<file path="src/rtl/pfx_fuse_pkg.sv">
package pfx_fuse_pkg;

  typedef enum logic [2:0] {
    OPC_OTHER  = 3'd0,
    OPC_DBIN   = 3'd1,
    OPC_DTER   = 3'd2,
    OPC_UMERGE = 3'd3,
    OPC_UZERO  = 3'd4,
    OPC_PREFIX = 3'd5,
    OPC_RSV6   = 3'd6,
    OPC_RSV7   = 3'd7
  } op_class_e;

  localparam int unsigned CLASS_W = 3;
  localparam int unsigned ESZ_W   = 2;

endpackage

</file>
<file path="src/rtl/pfx_size_max.sv">
module pfx_size_max
  import pfx_fuse_pkg::*;
#(
  parameter int unsigned SRC_N = 3
) (
  input  logic [ESZ_W-1:0]       dst_esz_i,
  input  logic [SRC_N-1:0]       use_i,
  input  logic [SRC_N-1:0]       wide_i,
  input  logic [SRC_N*ESZ_W-1:0] esz_i,
  output logic [ESZ_W-1:0]       max_esz_o
);

  logic [SRC_N-1:0][ESZ_W-1:0] slot_eff;

  // Wide or unused slots contribute the smallest size code
  for (genvar gi = 0; gi < SRC_N; gi++) begin : g_slot
    logic counts;
    assign counts       = use_i[gi] & ~wide_i[gi];
    assign slot_eff[gi] = counts ? esz_i[gi*ESZ_W +: ESZ_W] : '0;
  end

  always_comb begin
    max_esz_o = dst_esz_i;
    for (int i = 0; i < SRC_N; i++) begin
      if (slot_eff[i] > max_esz_o) max_esz_o = slot_eff[i];
    end
  end

  // result never below the destination size, and a wide slot never raises it
  always_comb begin
    p_max_not_below_dst_r7: assert (max_esz_o >= dst_esz_i);
    for (int i = 0; i < SRC_N; i++) begin
      if (use_i[i] && !wide_i[i]) begin
        p_max_covers_slot_r7: assert (max_esz_o >= esz_i[i*ESZ_W +: ESZ_W]);
      end
    end
  end

endmodule

</file>
<file path="config.mk">
export PLATFORM = sky130hd
export DESIGN_NAME = pfx_size_max
export DESIGN_NICKNAME = d
export VERILOG_FILES = /design/src/rtl/pfx_fuse_pkg.sv /design/src/rtl/pfx_size_max.sv
export SDC_FILE = /design/constraint.sdc
export NUM_CORES = 1
export LEC_CHECK = 0
export BUFFER_PORTS_ARGS = -buffer_cell sky130_fd_sc_hd__buf_2
export CORE_AREA = 5 5 42 44
export DETAILED_ROUTE_END_ITERATION = 6
export DIE_AREA = 0 0 47 49
export PLACE_DENSITY_LB_ADDON = 0.08
export SLEW_MARGIN = 40
export SYNTH_ARGS = -nofsm -noshare
export SYNTH_HDL_FRONTEND = slang
export SYNTH_SLANG_ARGS = --single-unit
export TNS_END_PERCENT = 10
</file>
<file path="constraint.sdc">
create_clock -name vclk -period 7.7
set_input_delay 1.54 -clock vclk [all_inputs]
set_output_delay 1.54 -clock vclk [all_outputs]
set_load 0.005 [all_outputs]
</file>
==> results.txt, run 1 <==
Ys Warns -> 0
Reg area -> 0 µm²
First-pass iteration count of the detailed router -> 1
CP Max Fanout -> 4
Routing usage on met2 -> 0.0724
# Post-CTS Setup Buffers -> 0
Final setup fails -> 0
Register area share after synthesis -> 0
Busiest layer in global routing -> met1
Vias per inst -> 4.20
M1 GR Usage -> 0.0848
M3 GR Usage -> 0.00369
I/O pins -> 16
Leakage power -> 0.243 nW
TNS Setup -> 0 ns
CP Class -> input pin to output pin
Drt drc -> 0
Antenna Violating Nets Remaining -> 0
Layout area overhead -> 33.2%
Worst slew margin -> 0.768
Final HPWL DP -> 580 µm
Largest net degree at the start of global routing -> 5
Max-cap violation count -> 0
Cell mode on critical path -> ha_1
Initial core utilization -> 0.215
Final worst path period need -> 6.04 ns
Avg Cell Area, Syn -> 7.73 µm²
FMAX -> 0.166 GHz
IO buf count -> 16
CLK BUF -> 0
Unrepaired setup endpoints after global routing -> false
Most frequent cells in the layout -> buf_2, ha_1, inv_1, nand3b_1, nor2_1
Die width -> 47 µm
Synth Cell Area -> 302 µm²
Vias in the first global route -> 239
Total global-route track usage -> 0.0505
Grt ovf -> 0
Design Power -> 0.0000232 W
WL/cell -> 8.39 µm
Max Slew Vio Count -> 0
Vias -> 298
Hold Violations, Final -> 0
Hold WC Path Type -> input pin to output pin
Sequential cell count -> 0
Die area -> 2300 µm²
Fin crit share -> 0.784
Layout net count -> 80
Worst EP arrival -> 4.50 ns
CTS resizes -> 0
Critical path launch point type -> input pin
Pwr Density -> 57.9 nW/µm²
Syn nets -> 62
Critical Path RT -> 6.16 ns
GPL Wtd Cong -> 0.553
Routed WL -> 596 µm
Post-Synthesis Cells -> 39
DR iter-0 viols -> 0
First-pass GRT wire length -> 966 µm
Setup ws final -> 1.66 ns
Worst slew pin tran -> 0.344 ns
Worst setup EP type -> output pin
Slowest CP cell -> a2111oi_2
Initial antenna violation count -> 0
Core area -> 1400 µm²
Pre-CTS WS -> 1.64 ns
Status -> finished, final reports clean
Die Y -> 49 µm
CP peak stage delay -> 0.36 ns
Diode count -> 0
Cts hold-fix bufs -> 0
Share of cells above drive strength 1 -> 0.345
Cell variety after synth -> 17
Peak supply drop -> 0.0174 mV
Crit-path cells -> buf_2, nand3b_1, ha_1, and3b_1, a2111oi_2, or2_2, ha_1, nor2_1, a2bb2oi_1, or3_1, and2_1, ha_1, inv_1, o22ai_1, nor2_1, a31o_1, buf_2
# rows -> 14
Commonest non-fill, non-tap cell in the layout -> buf_2
-- per-stage QoR --
stage | area (µm²) | std cells | hold WS, ns | util
6_report | 402 | 71 | 3.52 | 0.287
5_1_grt | 402 | 71 | 3.56 | 0.287
4_1_cts | 402 | 71 | 3.53 | 0.287
3_5_place_dp | 402 | 71 | 3.53 | 0.287
3_3_place_gp | 402 | 71 | 3.51 | 0.287
2_1_floorplan | 302 | 39 | 3.31 | -
-- cell families (layout without fill, tap and decap cells) --
logic type	count (synthesis)	count (layout)	share of synthesized area
compound gates	5	5	0.158
fa+ha+maj	9	9	0.373
simple gates	18	18	0.382
buf+inv	7	23	0.0872
-- critical path, delay by kind of cell --
family | cells | cell delay, ns
fa+ha+maj | 3 | 0.74
compound gates | 4 | 0.86
simple gates | 7 | 1.10
buf+inv | 3 | 0.25
-- where the power goes --
part	leakage [nW]	internal [W]	total (W)	switching, W
clock network	0	0	0	0
registers	0	0	0	0
logic	0.243	0.0000125	0.0000232	0.0000107
-- metal layers --
layer,vias up,wire [µm],share of wire
met4,0,0,0
met5,-,0,0
li1,168,-,-
met1,118,296,0.50
met2,12,245,0.41
met3,0,54,0.091
-- final cells by class --
cell class / instances / area [µm²]
inverters: 7 / 26.3
well taps: 16 / 20.0
repair buffers: 16 / 80.1
multi-input cells: 32 / 275
fillers: 166 / 1000
-- Yosys cell counts --
cell / instances / share of area
o22ai_1: 1 / 0.021
and3b_1: 1 / 0.029
nor2b_1: 1 / 0.021
inv_1: 7 / 0.087
or3_1: 1 / 0.021
ha_1: 9 / 0.37
nand3b_4: 1 / 0.066
a2bb2oi_1: 1 / 0.029
and2_1: 1 / 0.021
nor3_1: 1 / 0.017
nand2_1: 3 / 0.037
nand3b_1: 4 / 0.10
a31o_1: 1 / 0.029
nor2_1: 4 / 0.050
a2111oi_2: 1 / 0.050
or2_2: 1 / 0.021
o41ai_1: 1 / 0.029
-- worst paths after layout --
check / startpoint / endpoint / slack [ns] / depth (start not counted)
max: wide_i[0] / max_esz_o[0] / 1.66 / 17
min: esz_i[4] / max_esz_o[0] / 3.52 / 5
(Power assumes the default switching activity.)
==> run 2, diff against run 1 <==
clock period = 4.9 ns   (was 7.7 ns; I/O delays follow)
==> run 2 against run 1 <==
Net effect: sequential cell count is the same; die area unchanged; design area rose by 18%; worst setup slack got worse by 1.5 ns; critical path depth unchanged; final cell count rose by 4.2%; count of clock-buffer cells in the layout did not move.
==> results.txt, run 2 (synthesis results as in run 1) <==
WL/cell -> 8.92 µm (+6.2%)
Total global-route track usage -> 0.0554 (+0.00491)
IO buf count -> 16 (unchanged)
Vias -> 331 (+11%)
Die width -> 47 µm (unchanged)
Worst slew margin -> 0.815 (+0.0473)
Initial antenna violation count -> 0 (unchanged)
GPL Wtd Cong -> 0.594 (+7.6%)
Routing usage on met2 -> 0.0950 (+0.0226)
Most frequent cells in the layout -> buf_2, inv_1, ha_1, nand3b_1, nor2_1
Finished Layout Cells -> 74 (+4.2%)
Commonest non-fill, non-tap cell in the layout -> buf_2
CLK BUF -> 0 (unchanged)
M3 GR Usage -> 0.00369 (unchanged)
Pwr Density -> 99.2 nW/µm² (+71%)
Diode count -> 0 (unchanged)
Max-cap violation count -> 0 (unchanged)
Max Slew Vio Count -> 0 (unchanged)
Largest net degree at the start of global routing -> 5 (unchanged)
CP Max Fanout -> 4 (unchanged)
Dpl cells -> 74 (+4.2%)
First-pass iteration count of the detailed router -> 3 (+2)
Fin crit share -> 0.975
Sequential cell count -> 0 (unchanged)
Top delay family on crit path -> simple AND/OR/NAND/NOR gates
Unrepaired setup endpoints after global routing -> true
Worst slew pin tran -> 0.274 ns (-0.0695 ns)
Clock Power Share -> 0 (unchanged)
Worst setup EP type -> output pin
Design Power -> 0.0000469 W (+100%)
Pint -> 0.0000264 W (+110%)
# rows -> 14 (unchanged)
Critical Path RT -> 3.92 ns (-2.24 ns)
Die area -> 2300 µm² (unchanged)
CP Buf/Inv Count -> 3 (unchanged)
Share of cells above drive strength 1 -> 0.466 (+0.120)
Vias in the first global route -> 267 (+12%)
Sw Ratio -> 0.437 (-0.0242)
I/O pins -> 16 (unchanged)
Peak supply drop -> 0.0323 mV (+86%)
Multi-input logic area -> 324 µm² (+18%)
Slowest CP cell -> ha_4
Layout area overhead -> 56.8%
Antenna Violating Nets Remaining -> 0 (unchanged)
Crit-path cells -> buf_2, nand3b_1, ha_4, and3b_1, a2111oi_4, or2_4, ha_1, nor2_1, a2bb2oi_1, or3_1, and2_1, ha_1, inv_1, o22ai_2, nor2_1, a31o_1, buf_2
Drt drc -> 0 (unchanged)
Core area -> 1400 µm² (unchanged)
Busiest layer in global routing -> met2
Final setup fails -> 0 (unchanged)
Hold WC Path Type -> input pin to output pin
Critical path launch point type -> input pin
Hold_sp -> esz_i[4]
Final HPWL DP -> 583 µm (+0.62%)
Layout net count -> 83 (+3.8%)
Power share of the sequential group -> 0 (unchanged)
Leakage power -> 0.268 nW (+11%)
Status -> finished, final reports clean
Worst EP arrival -> 3.80 ns (-0.70 ns)
Reg area -> 0 µm² (unchanged)
Routed WL -> 660 µm (+11%)
Final instance area -> 473 µm² (+18%)
Hold Violations, Final -> 0 (unchanged)
DR iter-0 viols -> 2 (+2)
CP Class -> input pin to output pin
Cts hold-fix bufs -> 0 (unchanged)
Grt ovf -> 0 (unchanged)
M1 GR Usage -> 0.0783 (-0.00652)
P_sw -> 0.0000205 W (+91%)
CP peak stage delay -> 0.33 ns (-0.03 ns)
FMAX -> 0.209 GHz
Vias per inst -> 4.47 (+6.6%)
Placed cell area -> 424 µm² (+5.6%)
First-pass GRT wire length -> 1050 µm (+8.5%)
Hold WS -> 2.38 ns (-1.13 ns)
Final worst path period need -> 4.78 ns
Fillers -> 157 (-5.4%)
Logic pwr share -> 1.000 (about the same)
Die Y -> 49 µm (unchanged)
Worst Setup SP -> wide_i[0]
Initial core utilization -> 0.215 (unchanged)
-- run 2: power by group through the flow --
| stage | logic, W | clock network (W) | registers (W) |
|---|---|---|---|
| 2_1_floorplan | 0.0000241 | 0 | 0 |
| 3_3_place_gp | 0.0000409 | 0 | 0 |
| 3_5_place_dp | 0.0000406 | 0 | 0 |
| 4_1_cts | 0.0000428 | 0 | 0 |
| 5_1_grt | 0.0000532 | 0 | 0 |
| 6_report | 0.0000469 | 0 | 0 |
-- run 2: worst paths after layout --
check | end | slack, ns | depth (start not counted)
min | max_esz_o[0] | 2.38 | 5
max | max_esz_o[0] | 0.12 | 17
-- run 2: what timing repair did --
action / CTS / global route
pin swaps: 1 / 0
buffers inserted: 0 / 0
gates resized for setup: 2 / 5
setup endpoints to repair: 1 / 1
-- run 2: per-stage QoR --
stage | setup slack [ns] | TNS [ns] | util
5_1_grt | -0.0983 | -0.0983 | 0.338
2_1_floorplan | 0.371 | 0 | -
4_1_cts | 0.0815 | 0 | 0.313
3_3_place_gp | -0.0232 | -0.0232 | 0.303
3_5_place_dp | -0.0177 | -0.0177 | 0.303
6_report | 0.121 | 0 | 0.338
-- run 2: tightest hold or removal path, stage by stage --
cell and delay [ns]:
buf_2 0.07, nand2_1 0.06, nor2_1 0.10, a31o_1 0.09, buf_2 0.10
-- run 2: per-layer routing --
metal,vias up,wire (µm)
met5,-,0
met4,0,0
met3,0,49
met2,12,287
met1,144,324
li1,175,-
-- run 2: layout make-up --
class | instances | share of cell area
Inverter | 7 | 0.0556
Timing Repair Buffer | 19 | 0.217
Tap cell | 16 | 0.0423
Multi-Input combinational cell | 32 | 0.685
==> run 3, diff against run 2 <==
CORE_AREA = 2 2 39 41   (was 5 5 42 44)
DIE_AREA = 0 0 41 43   (was 0 0 47 49)
GPL_ROUTABILITY_DRIVEN = 0   (was default)
==> run 3 against run 2 <==
Net effect: wire length decreased by 0.61%; first-iteration DRC count is the same; critical path depth is the same; non-clock buffer count fell by 2; sequential cell count unchanged; final cell count down 2.7%; worst hold slack improved by 0.012 ns; via count decreased by 5.4%; combinational power is 4% lower; sequential share of layout area unchanged; critical path type unchanged; largest power group unchanged.
==> results.txt, run 3 (synthesis results as in run 1) <==
Status -> finished, final reports clean
CP Class -> input pin to output pin
Hold WS -> 2.39 ns (+0.0116 ns)
Sw Ratio -> 0.461 (+0.0247)
FMAX -> 0.209 GHz (-0.30%)
IO buf count -> 16 (unchanged)
WL/cell -> 9.11 µm (+2.2%)
Final setup fails -> 0 (unchanged)
CP Max Fanout -> 4 (unchanged)
Most frequent cells in the layout -> buf_2, inv_1, ha_1, nand3b_1, nor2_1
Diode count -> 0 (unchanged)
Antenna Violating Nets Remaining -> 0 (unchanged)
Total global-route track usage -> 0.0869 (+0.0315)
Commonest non-fill, non-tap cell in the layout -> buf_2
Clock Power Share -> 0 (unchanged)
Die width -> 41 µm (-13%)
Grt ovf -> 0 (unchanged)
Cts hold-fix bufs -> 0 (unchanged)
Design Power -> 0.0000450 W (-4.0%)
Die Y -> 43 µm (-12%)
DR iter-0 viols -> 2 (unchanged)
Vias per inst -> 4.35 (-2.8%)
Fin crit share -> 0.978 (+0.00295)
Crit-path cells -> buf_2, nand3b_1, ha_4, and3b_1, a2111oi_4, or2_4, ha_1, nor2_1, a2bb2oi_1, or3_1, and2_1, ha_1, inv_1, o22ai_2, nor2_1, a31o_1, buf_2
Slowest CP cell -> or3_1
Reg area -> 0 µm² (unchanged)
Vias in the first global route -> 305 (+14%)
Pwr Density -> 96.3 nW/µm² (-2.9%)
Max Slew Vio Count -> 0 (unchanged)
Worst EP arrival -> 3.81 ns (about the same)
Initial antenna violation count -> 0 (unchanged)
Hold Violations, Final -> 0 (unchanged)
Sequential cell count -> 0 (unchanged)
Layout net count -> 81 (-2.4%)
Routed WL -> 656 µm (-0.61%)
Max-cap violation count -> 0 (unchanged)
I/O pins -> 16 (unchanged)
Hold WC Path Type -> input pin to output pin
Drt drc -> 0 (unchanged)
# Post-CTS Setup Buffers -> 0 (unchanged)
Largest net degree at the start of global routing -> 5 (unchanged)
Logic pwr share -> 1.000 (about the same)
Worst slew margin -> 0.790 (-0.0254)
Unrepaired setup endpoints after global routing -> true
CP peak stage delay -> 0.33 ns (about the same)
Final worst path period need -> 4.79 ns (+0.0144 ns)
First-pass GRT wire length -> 1150 µm (+9.9%)
Critical path launch point type -> input pin
Layout area overhead -> 55.2%
Worst slew pin tran -> 0.312 ns (+0.0376 ns)
Core area -> 1380 µm² (-1.2%)
Pint -> 0.0000243 W (-8.2%)
# rows -> 14 (unchanged)
Vias -> 313 (-5.4%)
Critical Path RT -> 3.92 ns (about the same)
Initial core utilization -> 0.218 (+0.00272)
Leakage power -> 0.260 nW (-3.1%)
Power share of the sequential group -> 0 (unchanged)
Die area -> 1760 µm² (-23%)
CLK BUF -> 0 (unchanged)
First-pass iteration count of the detailed router -> 2 (-1)
P_sw -> 0.0000208 W (+1.5%)
Peak supply drop -> 0.0336 mV (+3.9%)
Worst setup EP type -> output pin
Final HPWL DP -> 538 µm (-7.8%)
Share of cells above drive strength 1 -> 0.446 (-0.0191)
## run 3: changes by cell type in the layout (fill, tap and decap cells not counted), sizes merged
cell,before,now
buf,19,17
## run 3: critical path, delay by kind of cell
family | cells | cell delay (ns)
compound gates | 4 | 0.70
fa+ha+maj | 3 | 0.72
buf+inv | 3 | 0.27
simple gates | 7 | 1.15
## run 3: per-layer routing
layer,GRT usage,routed length (µm),vias up
li1,-,-,171
met1,0.120,299,135
met2,0.153,336,7
met3,0,20,0
met4,0,0,0
met5,0,0,-
## run 3: final timing paths
kind	from	endpoint	slack [ns]	cells past startpoint
setup / recovery	wide_i[0]	max_esz_o[0]	0.11	17
hold / removal	esz_i[4]	max_esz_o[0]	2.39	5
## run 3: metrics by stage
stage | setup TNS (ns) | worst slack, ns | util | instances | instance area [µm²]
global route | -0.0421 | -0.0421 | 0.338 | 72 | 468
floorplan | 0 | 0.371 | - | 39 | 302
CTS | 0 | 0.0453 | 0.320 | 72 | 443
finish | 0 | 0.107 | 0.338 | 72 | 468
detailed placement | -0.0252 | -0.0252 | 0.296 | 72 | 409
global placement | -0.0421 | -0.0421 | 0.296 | 72 | 409
## run 3: layout make-up
type                       count  area (µm²)
tap                           16        20.0
multi-input combinational     32         334
fill                         150         916
timing repair buffer          17        87.6
inverter                       7        26.3
## run 3: power by group through the flow
stage | Clock (W) | Combinational, W | Sequential (W)
after floorplan | 0 | 0.0000241 | 0
after global placement | 0 | 0.0000380 | 0
after detailed placement | 0 | 0.0000374 | 0
after CTS | 0 | 0.0000425 | 0
after global routing | 0 | 0.0000511 | 0
final | 0 | 0.0000450 | 0
## run 3: timing repair
action	4_1_cts	5_1_grt
pin swaps	3	2
gates cloned	0	0
gates resized for setup	4	4
endpoints found under the setup margin	1	1
